**config.mk**
```make
export PLATFORM = sky130hd
export DESIGN_NAME = shift_port
export DESIGN_NICKNAME = d
export VERILOG_FILES = /design/src/rtl/shift_port_pkg.sv /design/src/rtl/shift_port_ctrl.sv /design/src/rtl/shift_port_dp.sv /design/src/rtl/shift_port.sv
export SDC_FILE = /design/constraint.sdc
export NUM_CORES = 1
export LEC_CHECK = 0
export BUFFER_PORTS_ARGS = -buffer_cell sky130_fd_sc_hd__buf_2
export CAP_MARGIN = 15
export CORE_ASPECT_RATIO = 1.75
export CORE_MARGIN = 5
export CORE_UTILIZATION = 40
export DETAILED_ROUTE_END_ITERATION = 10
export GPL_TIMING_DRIVEN = 0
export MAX_ROUTING_LAYER = met4
export SYNTH_ARGS = -nofsm -noshare
export SYNTH_HDL_FRONTEND = slang
export SYNTH_SLANG_ARGS = --single-unit
```
**constraint.sdc**
```tcl
create_clock -name clk -period 2.25 [get_ports clk]
set_input_delay 0.225 -clock clk [delete_from_list [all_inputs] [get_ports clk]]
set_output_delay 0.225 -clock clk [all_outputs]
set_load 0.005 [all_outputs]
```
**src/rtl/shift_port_pkg.sv**
```systemverilog
package shift_port_pkg;

  // Strobes from the control to the datapath, valid for one system cycle.
  typedef struct packed {
    logic load;       // parallel write accepted
    logic sample;     // capture the synchronised input into the pending bit
    logic commit;     // shift the pending bit into the register
    logic commitNow;  // final edge is a sampling edge: shift the live input in
  } shiftStb_t;

endpackage

```
**src/rtl/shift_port_ctrl.sv**
```systemverilog
module shift_port_ctrl
  import shift_port_pkg::*;
#(
  parameter int DATA_W = 8,
  parameter int DIV_W  = 8
) (
  input  logic             clk,
  input  logic             rstN,
  input  logic             masterMode,
  input  logic             altPhase,
  input  logic             idleHigh,
  input  logic             startWr,
  input  logic             wrEn,
  input  logic [DIV_W-1:0] clkDiv,
  input  logic             sclkIn,
  output shiftStb_t        stb,
  output logic             busy,
  output logic             sclkOut
);

  localparam int CNT_W = $clog2(DATA_W + 1);

  logic [1:0]       sclkSync;
  logic             sclkPrev;
  logic [DIV_W-1:0] divCnt;
  logic [CNT_W-1:0] trailCnt;
  logic             pendValid;
  logic             busyR;
  logic             sclkR;

  logic sampleLead, divWrap, extEdge, edgeSeen, newLevel, leading;
  logic trailing, sampleEdge, shiftEdge, lastPulse, startAcc;

  // Edge classification: leading edges leave the idle level, trailing edges
  // return to it. Normal phase samples on rising, so the sampling edge is the
  // leading one exactly when phase and idle level agree.
  always_comb begin
    sampleLead = ~(altPhase ^ idleHigh);
    divWrap    = busyR && masterMode && (divCnt == clkDiv);
    extEdge    = !masterMode && busyR && (sclkSync[1] != sclkPrev);
    edgeSeen   = divWrap || extEdge;
    newLevel   = masterMode ? ~sclkR : sclkSync[1];
    leading    = (newLevel != idleHigh);
    trailing   = edgeSeen && !leading;
    sampleEdge = edgeSeen && (leading == sampleLead);
    shiftEdge  = edgeSeen && !sampleEdge;
    lastPulse  = trailing && (trailCnt == CNT_W'(DATA_W - 1));
    startAcc   = startWr && !busyR;

    stb.load      = wrEn && !busyR;
    stb.sample    = sampleEdge && !lastPulse;
    stb.commitNow = sampleEdge && lastPulse;
    stb.commit    = shiftEdge && pendValid;
  end

  always_ff @(posedge clk or negedge rstN) begin
    if (!rstN) begin
      sclkSync  <= '0;
      sclkPrev  <= 1'b0;
      divCnt    <= '0;
      trailCnt  <= '0;
      pendValid <= 1'b0;
      busyR     <= 1'b0;
      sclkR     <= 1'b0;
    end else begin
      sclkSync <= {sclkSync[0], sclkIn};
      sclkPrev <= sclkSync[1];

      if (startAcc)       busyR <= 1'b1;
      else if (lastPulse) busyR <= 1'b0;

      if (startAcc)      trailCnt <= '0;
      else if (trailing) trailCnt <= trailCnt + CNT_W'(1);

      if (startAcc)        pendValid <= 1'b0;
      else if (stb.sample) pendValid <= 1'b1;
      else if (stb.commit) pendValid <= 1'b0;

      if (!busyR || !masterMode) divCnt <= '0;
      else if (divWrap)          divCnt <= '0;
      else                       divCnt <= divCnt + DIV_W'(1);

      if (!busyR)       sclkR <= idleHigh;
      else if (divWrap) sclkR <= ~sclkR;
    end
  end

  assign busy    = busyR;
  assign sclkOut = sclkR;


  busy_rise_chk: assert property (@(posedge clk) disable iff (!rstN)
    $rose(busyR) |-> $past(startWr));


  cnt_range_chk: assert property (@(posedge clk) disable iff (!rstN)
    busyR |-> (trailCnt < CNT_W'(DATA_W)));


  idle_clk_chk: assert property (@(posedge clk) disable iff (!rstN)
    (masterMode && !busyR && $stable(idleHigh)) |=>
      (busyR || !$stable(idleHigh) || sclkR == $past(idleHigh)));

endmodule

```
**src/rtl/shift_port_dp.sv**
```systemverilog
module shift_port_dp
  import shift_port_pkg::*;
#(
  parameter int DATA_W = 8
) (
  input  logic              clk,
  input  logic              rstN,
  input  shiftStb_t         stb,
  input  logic              busyIn,
  input  logic [DATA_W-1:0] wrData,
  input  logic              sdi,
  output logic [DATA_W-1:0] shreg,
  output logic              sdo
);

  logic [1:0] sdiSync;
  logic       pendBit;

  always_ff @(posedge clk or negedge rstN) begin
    if (!rstN) begin
      sdiSync <= '0;
      pendBit <= 1'b0;
      shreg   <= '0;
    end else begin
      sdiSync <= {sdiSync[0], sdi};
      if (stb.sample) pendBit <= sdiSync[1];
      if (stb.load)
        shreg <= wrData;
      else if (stb.commit)
        shreg <= {shreg[DATA_W-2:0], pendBit};
      else if (stb.commitNow)
        shreg <= {shreg[DATA_W-2:0], sdiSync[1]};
    end
  end

  assign sdo = shreg[DATA_W-1];


  busy_hold_chk: assert property (@(posedge clk) disable iff (!rstN)
    (busyIn && !stb.commit && !stb.commitNow) |=> $stable(shreg));


  edge_excl_chk: assert property (@(posedge clk) disable iff (!rstN)
    stb.sample |-> (!stb.commit && !stb.commitNow));

endmodule

```
**src/rtl/shift_port.sv**
```systemverilog
module shift_port
  import shift_port_pkg::*;
#(
  parameter int DATA_W = 8,
  parameter int DIV_W  = 8
) (
  input  logic              clk,
  input  logic              rstN,
  input  logic              masterMode,
  input  logic              altPhase,
  input  logic              idleHigh,
  input  logic              doutEn,
  input  logic              startWr,
  input  logic              wrEn,
  input  logic [DATA_W-1:0] wrData,
  input  logic [DIV_W-1:0]  clkDiv,
  output logic [DATA_W-1:0] rdData,
  output logic              busy,
  input  logic              sclkIn,
  output logic              sclkOut,
  output logic              sclkOe,
  input  logic              sdi,
  output logic              sdo,
  output logic              sdoOe
);

  shiftStb_t stb;

  shift_port_ctrl #(.DATA_W(DATA_W), .DIV_W(DIV_W)) uCtrl (
    .clk(clk), .rstN(rstN), .masterMode(masterMode), .altPhase(altPhase),
    .idleHigh(idleHigh), .startWr(startWr), .wrEn(wrEn), .clkDiv(clkDiv),
    .sclkIn(sclkIn), .stb(stb), .busy(busy), .sclkOut(sclkOut)
  );

  shift_port_dp #(.DATA_W(DATA_W)) uDp (
    .clk(clk), .rstN(rstN), .stb(stb), .busyIn(busy), .wrData(wrData),
    .sdi(sdi), .shreg(rdData), .sdo(sdo)
  );

  assign sclkOe = masterMode;
  assign sdoOe  = doutEn;

endmodule

```
Word level (Yosys, flattened, before mapping)

Cells that the tools add are included.
Widths: inputs -> output; s select.

Bits in registers: 29
Bits of input ports: 26
Output and inout bits: 13
Logic and storage cells: 60

Bitwise gates (word level): 3
Mux-type cells: 15
Reductions and logical operators: 24
$add $sub $neg: 2
Equality and inequality tests: 6

Operators with widths:

| cell                | count |
|---|---|
| $mux 8              | 5 |
| $logic_and 1x1->1   | 13 |
| $add 8x1->8 const B | 1 |
| $eq 8x8->1          | 1 |
| $mux 1              | 8 |
| $mux 4              | 2 |
| $reduce_bool 3->1   | 2 |
| $logic_not 1->1     | 5 |
| $add 4x1->4 const B | 1 |
| $eq 4x3->1 const B  | 1 |
| $reduce_bool 2->1   | 2 |
| $logic_or 1x1->1    | 2 |
| $ne 1x1->1          | 2 |
| $ne 2x2->1 const B  | 1 |
| $not 1->1           | 2 |
| $eq 1x1->1          | 1 |
| $xor 1x1->1         | 1 |

Longest topological paths before layout

Gate-level depths: netlist (run 1).

Depth in word-level cells: 11
Gate-level depth with buffers: 6
Gate-level depth less buffers: 6

Modules after synthesis

From an unflattened synthesis (run 1), not the netlist that was laid out.

Cell total of the unflattened synthesis: 137
Area, all modules: 1483.9 um2

By module, submodules not included:

| module          | seq. area each (um2) | cells an instance | instances | area each (um2) |
|---|---|---|---|---|
| shift_port_ctrl | 450.4                | 95                | 1         | 997.2 |
| shift_port_dp   | 275.3                | 40                | 1         | 471.7 |
| shift_port      | 0.0                  | 2                 | 1         | 15.0 |

Least setup slack after synthesis (run 1)

OpenSTA, ideal clock, no wires.

Kind: flip-flop to flip-flop
Start: register uCtrl.trailCnt[0]
End: register uDp.shreg[1]
Library setup time: 82 ps
Path slack: 453 ps
Cell stages (with the launch flop): 7
Arrival: 1715 ps
Required time: 2168 ps
Clock period less this slack: 1797 ps
Path buffers: 1
Cell sequence: dfrtp_1 ha_1 nand3b_1 o311a_1 buf_6 or4_1 a31oi_1

Word-level cells in the longest chain between the ends: 4

RTL lines:

| item                        | RTL line              | text |
|---|---|---|
| start: declaration          | shift_port_ctrl.sv:26 | `logic [CNT_W-1:0] trailCnt;` |
| start signal: assignment    | shift_port_ctrl.sv:73 | `else if (trailing) trailCnt <= trailCnt + CNT_W'(1);` |
| $eq 4x3->1                  | shift_port_ctrl.sv:47 | `lastPulse = trailing && (trailCnt == CNT_W'(DATA_W - 1));` |
| $logic_and 1x1->1           | shift_port_ctrl.sv:47 |  |
| $logic_and 1x1->1           | shift_port_ctrl.sv:52 | `stb.commitNow = sampleEdge && lastPulse;` |
| $reduce_bool 3->1 (no line) | -                     |  |
| end signal: assignment      | shift_port_dp.sv:28   | `shreg <= wrData;` |
| end signal: assignment      | shift_port_dp.sv:30   | `shreg <= {shreg[DATA_W-2:0], pendBit};` |
| end signal: assignment      | shift_port_dp.sv:32   | `shreg <= {shreg[DATA_W-2:0], sdiSync[1]};` |
| end: declaration            | shift_port_dp.sv:12   | `output logic [DATA_W-1:0] shreg,` |

Every way passes these cells.
A chain may end at the register's enable or synchronous reset.

Final worst setup path (run 1)

Start: register uCtrl.trailCnt[0]
End: register uDp.shreg[3]

Same word-level chain as after synthesis.

==> results.ini, run 1 <==
[run_status]
status = finished, final reports clean

[floorplanning]
die_w_um = 58.21
die_h_um = 94.36
io_pins = 39
dieArea_um2 = 5492
start_util_pct = 41.67
row_count = 30
core_area_um2 = 3904

[cts]
cts_max_level = 2
insertion_delay_ns = 0.28
cts_buffers = 5
path_clk_slew_ns = 0.06
cts_buffer_depth = 2
postCtsSetupBuffers = 0
cts_tree = done
clock_sinks = 29
ctsResizeCount = 0
cts-root-buf = clkbuf_8
cts_hold_buf = 1

[synth]
post-synth-top-area-cell = dfrtp_1
netlist_area_um2 = 1627
yosysWarnings = 0
syn_nets = 186
yosys-top-cells-area = dfrtp_1, xor2_1, nor2_1, o31ai_1, nand4b_1
yosys.area.top_type_share_pct = 44.62
ys_types = 42
syn_area_per_cell_um2 = 10.29
synthesis.instances = 158
ys_seq_elements = 29
yosysSeqAreaShare_pct = 44.62

[place]
place.gp.congestion = 0.8288
dp.cells = 241
pre_cts_ws_ns = 0.2723
dp_hpwl_mm = 2.900
portBuffers = 35

[critical_path]
crit_fanout = 10
path_class = reg -> reg
worstPathRequired_ns = 2.45
cp-end-kind = flop
crit_arrival_ns = 2.19
path_cells = ha_1 -> nand3b_1 -> nor3_1 -> a221oi_2 -> o31ai_1 -> a31oi_1
cp_slowest_stage_delay_ns = 0.67
crit_slowest_cell = a221oi_2
cp-start-kind = flop

[detailed_routing]
routed-via-count = 1353
drt_iter0_drc = 20
drtPass1Iterations = 4
vias_per_cell = 5.412
routedWlPerCell_um = 15.06
routed_wl_mm = 3.765
drc = 0
ant_nets = 0

[sta]
setup_viol = 0
holdWs_ns = 0.04841
slew_viol_final = 0
skew_ns = 0.003720
layout_setup_ws_ns = 0.2613
fin_crit_ns = 1.989
worst_pin_slew_ns = 0.7889
fin_crit_sh_pct = 88.39
slew_headroom_pct = 46.57
grt_setup_unrepaired = no
fmax_mhz = 502.8
tns_ns = 0
hold_viol_final = 0

[layout]
drive_gt1_share_pct = 29.21
areaGrowthSynthToFinish_pct = 21.31
nets = 229
final_cells = 250
antenna_cells = 0
most-common-layout-cells = buf_2, dfrtp_1, nor2_1, xor2_1, nand3_1
final_util_pct = 50.54
final_common_cell = buf_2

[global_routing]
grt.total_usage_pct = 16.18
grt_pass1_wl_mm = 6.582
gr-total-overflow = 0
grt_pass1_vias = 1497
antenna_found_initial = 0
grt_max_degree = 30

[power_and_ir_drop]
powerDensity_nw_per_um2 = 946.6
ir_drop_mv = 0.5589
p_leak_nw = 0.9074

[hold_path]
hold_class = in -> reg

[job]
cap_violations = 0

[final timing paths]
path	endpoint	slack [ns]	cells past startpoint	start
setup reg to reg	uDp.shreg[3]	0.26	6	uCtrl.trailCnt[0]
hold reg to reg	uCtrl.sclkSync[1]	0.35	0	uCtrl.sclkSync[0]
hold / removal	uDp.sdiSync[0]	0.05	1	sdi
setup / recovery	uDp.shreg[3]	0.26	6	uCtrl.trailCnt[0]
min in group asynchronous	uDp.shreg[4]	0.51	2	rstN
max in group asynchronous	uCtrl.sclkSync[1]	1.31	2	rstN
[Yosys cell counts]
cell type   n
dfrtp_1    29
nor2_1     20
xor2_1     13
nand3_1     9
o31ai_1     8
a31oi_1     7
nand2_1     6
nand4b_1    6
xnor2_1     6
inv_1       4
mux2i_1     4
nand2b_1    4
buf_4       3
nor3_1      3
a211oi_1    2
a21oi_1     2
and3_1      2
buf_2       2
ha_1        2
o311a_1     2
o311ai_1    2
or4_1       2
a21boi_1    1
a221o_1     1
a221oi_2    1
a31oi_2     1
and2_4      1
and3_2      1
buf_6       1
buf_8       1
clkbuf_1    1
clkbuf_4    1
clkbuf_8    1
mux2_2      1
nand3b_1    1
nor2_2      1
nor3b_1     1
nor4_2      1
o211a_1     1
o32a_1      1
o41ai_1     1
or2_1       1
[critical path: cells and delay by family (launching register included)]
family / cells / cell delay (ns)
AO/OA/AOI/OAI: 3 / 0.99
AND/OR/NAND/NOR: 2 / 0.27
flip-flops: 1 / 0.41
adder cells (fa/ha/maj): 1 / 0.24
[flip-flops by register name, indices dropped and copies added, names as in the netlist]
name	cells
uCtrl.busy	1
uDp.sdiSync	2
uDp.shreg	8
uCtrl.pendValid	1
uDp.pendBit	1
uCtrl.sclkPrev	1
uCtrl.trailCnt	4
uCtrl.sclkOut	1
uCtrl.sclkSync	2
uCtrl.divCnt	8
[logic make-up (layout without fill, tap and decap cells)]
family	Yosys count	in the layout	share of synthesized area, %
DFF	29	29	44.62
and+or+nand+nor	59	59	19.62
adders and majority gates	2	2	1.538
AOI/OAI and AO/OA	30	30	14.77
xor gates and xnor gates	19	19	10.23
buffers and inverters	14	58	6.076
muxes	5	5	3.154
[routing by layer]
layer | share of wire, % | track usage [%] | up-vias
met3 | 6.1 | 4.241 | 8
met2 | 55 | 29.53 | 44
li1 | - | - | 658
met5 | 0 | - | -
met1 | 37 | 14.59 | 643
met4 | 2.8 | 9.284 | 0
[area by class of cell]
type	count	area (um^2)
flip-flops and latches	29	725.7
inverters	4	15.01
repair buffers	36	185.2
clock buffers	7	96.34
well taps	48	60.06
multi-input cells	115	802.0
plain buffers	10	83.83
fillers	395	1931
clock inverters	1	5.005
[stage by stage]
step	area [um^2]	power, W
2_1_floorplan	1627	0.001179
3_3_place_gp	1862	0.001380
3_5_place_dp	1862	0.001404
4_1_cts	1973	0.001891
5_1_grt	1973	0.002014
6_report	1973	0.001868
[power by group]
group | total, W | switching, W | internal (W)
Combinational | 0.000594 | 0.000295 | 0.000299
Sequential | 0.000795 | 0.000132 | 0.000663
Clock | 0.000479 | 0.000203 | 0.000276
No activity file was read; power rests on OpenSTA's default activity.
==> inputs of run 2 (changes only) <==
Settings changed: CELL_PAD_IN_SITES_DETAIL_PLACEMENT from default to 0, CELL_PAD_IN_SITES_GLOBAL_PLACEMENT from default to 2, CORE_MARGIN 5 to 4, CORE_UTILIZATION 40 to 33, PLACE_DENSITY_LB_ADDON from default to 0.05.
==> run 2 against run 1 <==
Net effect:
- the flow now finishes with violations (negative hold slack)
- global-route usage shrank 1.7 points
- combinational power is essentially flat
- clock power shrank 14%
- clock skew grew 0.0048 ns
- critical path depth shrank 1
- sequential power is essentially flat
- critical path type unchanged
- largest cell class unchanged
- highest routed layer unchanged
==> results.ini, run 2 (synthesis gave the netlist of run 1 again) <==
[critical_path]
crit_arrival_ns = 2.27  ; +0.08 ns
path_class = reg -> reg
timing.rr.start = uCtrl.divCnt[0]
cp-end-kind = flop
cp-start-kind = flop
r2r-end = uDp.pendBit
crit_fanout = 7  ; -3
reg2reg_depth = 5  ; -1
worstPathRequired_ns = 2.41  ; -0.04 ns
r2r_slack_ns = 0.14  ; -0.12 ns
setup.worst_path.start = uCtrl.divCnt[0]

[layout]
most-common-layout-cells = buf_2, dfrtp_1, nor2_1, xor2_1, nand3_1
multi_input_area_um2 = 802.0  ; unchanged
final_common_cell = buf_2
drive_gt1_share_pct = 29.21  ; unchanged
nets = 229  ; unchanged
seq_area_um2 = 725.7  ; unchanged
design_area_um2 = 1957  ; -0.82%
top_regs = uCtrl.divCnt x8, uDp.shreg x8, uCtrl.trailCnt x4
antenna_cells = 0  ; unchanged
fillerInstances = 495  ; +25%
areaGrowthSynthToFinish_pct = 20.31

[sta]
tns_ns = 0  ; unchanged
layout_setup_ws_ns = 0.1430  ; -0.1182 ns
grt_setup_unrepaired = yes
slew_headroom_pct = 43.98  ; -2.6 points
fmax_mhz = 474.6  ; -5.6%
setup_viol = 0  ; unchanged
skew_ns = 0.008494  ; +0.004774 ns
slew_viol_final = 0  ; unchanged
hold_viol_final = 29  ; +29
fin_crit_sh_pct = 93.64  ; +5.3 points
holdWs_ns = -0.03328  ; -0.08169 ns
worst_pin_slew_ns = 0.8273  ; +0.03833 ns
fin_crit_ns = 2.107  ; +0.1182 ns

[power_and_ir_drop]
powerDensity_nw_per_um2 = 921.2  ; -2.7%
p_int_w = 0.001176  ; -5.0%
switchingPower_w = 0.0006269  ; -0.44%
p_comb_share_pct = 32.9  ; +1.1 points
power_frac_seq_pct = 44.2  ; +1.7 points
p_leak_nw = 0.8993  ; -0.89%
ir_drop_mv = 0.4249  ; -24%
switching_share_pct = 34.78  ; +1.1 points
clkPwrFrac_pct = 22.9  ; -2.7 points

[cts]
ctsResizeCount = 0  ; unchanged
postCtsSetupBuffers = 0  ; unchanged
cts_max_level = 2  ; unchanged
cts_buffer_depth = 2  ; unchanged
insertion_delay_ns = 0.28  ; about the same
path_clk_slew_ns = 0.07  ; about the same
cts-root-buf = clkbuf_8
cts_buffers = 5  ; unchanged
cts_tree = done
cts_hold_buf = 0  ; -1
clock_sinks = 29  ; unchanged

[detailed_routing]
drtPass1Iterations = 4  ; unchanged
wl_met1_mm = 1.389  ; +0.94%
top_layer = met4
routed-via-count = 1329  ; -1.8%
drt_iter0_drc = 51  ; +160%
vias_per_cell = 5.232  ; -3.3%
routed_wl_mm = 3.974  ; +5.6%
ant_nets = 0  ; unchanged
met2_wirelength_mm = 2.327  ; +13%
routedWlPerCell_um = 15.65  ; +3.9%
met3_length_um = 188  ; -18%
drc = 0  ; unchanged

[place]
dp_hpwl_mm = 3.142  ; +8.3%
portBuffers = 35  ; unchanged
dpl_cell_area_um2 = 1867  ; +0.27%
pre_cts_ws_ns = 0.09042  ; -0.1819 ns
place.gp.congestion = 0.7778  ; -6.2%

[floorplanning]
io_pins = 39  ; unchanged
core_area_um2 = 4748  ; +22%
die_h_um = 100.9  ; +6.9%
dieArea_um2 = 6160  ; +12%
die_w_um = 61.07  ; +4.9%
row_count = 33  ; +10%
start_util_pct = 34.26  ; -7.4 points

[run_status]
violations = negative hold slack
status = finished with violations

[global_routing]
antenna_found_initial = 0  ; unchanged
gr-total-overflow = 0  ; unchanged
grt_pass1_vias = 1417  ; -5.3%
grt.total_usage_pct = 14.53  ; -1.7 points
grt_pass1_wl_mm = 6.437  ; -2.2%
grt_max_degree = 30  ; unchanged

[hold_path]
hold_class = in -> async

[job]
cap_violations = 0  ; unchanged

-- run 2: power groups by stage --
stage	sequential (W)	combinational (W)	clock, W
after floorplan	0.000784	0.000395	0
after global placement	0.000801	0.000591	0
after detailed placement	0.000807	0.000608	0
after CTS	0.000797	0.000609	0.000430
after global routing	0.000818	0.000668	0.000448
final	0.000796	0.000593	0.000413
-- run 2: how the worst max path moves through the flow --
stage	cells after the start	endpoint	slack (ns)
floorplan	6	uDp.shreg[1]	0.45
global placement	5	uDp.pendBit	0.13
detailed placement	5	uDp.pendBit	0.09
CTS	5	uDp.pendBit	0.08
global route	5	uDp.pendBit	-0.06
finish	5	uDp.pendBit	0.14
-- run 2: layout make-up --
type                       count  area share, %
buffer                        10          4.284
multi-input combinational    115          40.98
timing repair buffer          36          9.335
clock inverter                 2         0.5115
tap                           52          3.325
inverter                       4         0.7673
sequential                    29          37.08
clock buffer                   6          3.708
-- run 2: critical path, cell delays in order (launching register included) --
cell,delay (ns)
dfrtp_1,0.45
xor2_1,0.18
nor4_2,0.35
a31oi_2,0.24
a211oi_1,0.40
mux2_2,0.38
-- run 2: metal layers --
layer / track usage (%) / up-vias
met1: 12.73 / 627
met2: 27.24 / 36
li1: - / 661
met5: - / -
met3: 3.205 / 5
met4: 7.012 / 0
-- run 2: per-stage QoR --
stage | util (%) | total power [W] | std cells
2_1_floorplan | - | 0.001179 | 158
3_3_place_gp | 39.31 | 0.001392 | 245
3_5_place_dp | 39.31 | 0.001415 | 245
4_1_cts | 41.05 | 0.001837 | 253
5_1_grt | 41.21 | 0.001933 | 254
6_report | 41.21 | 0.001803 | 254
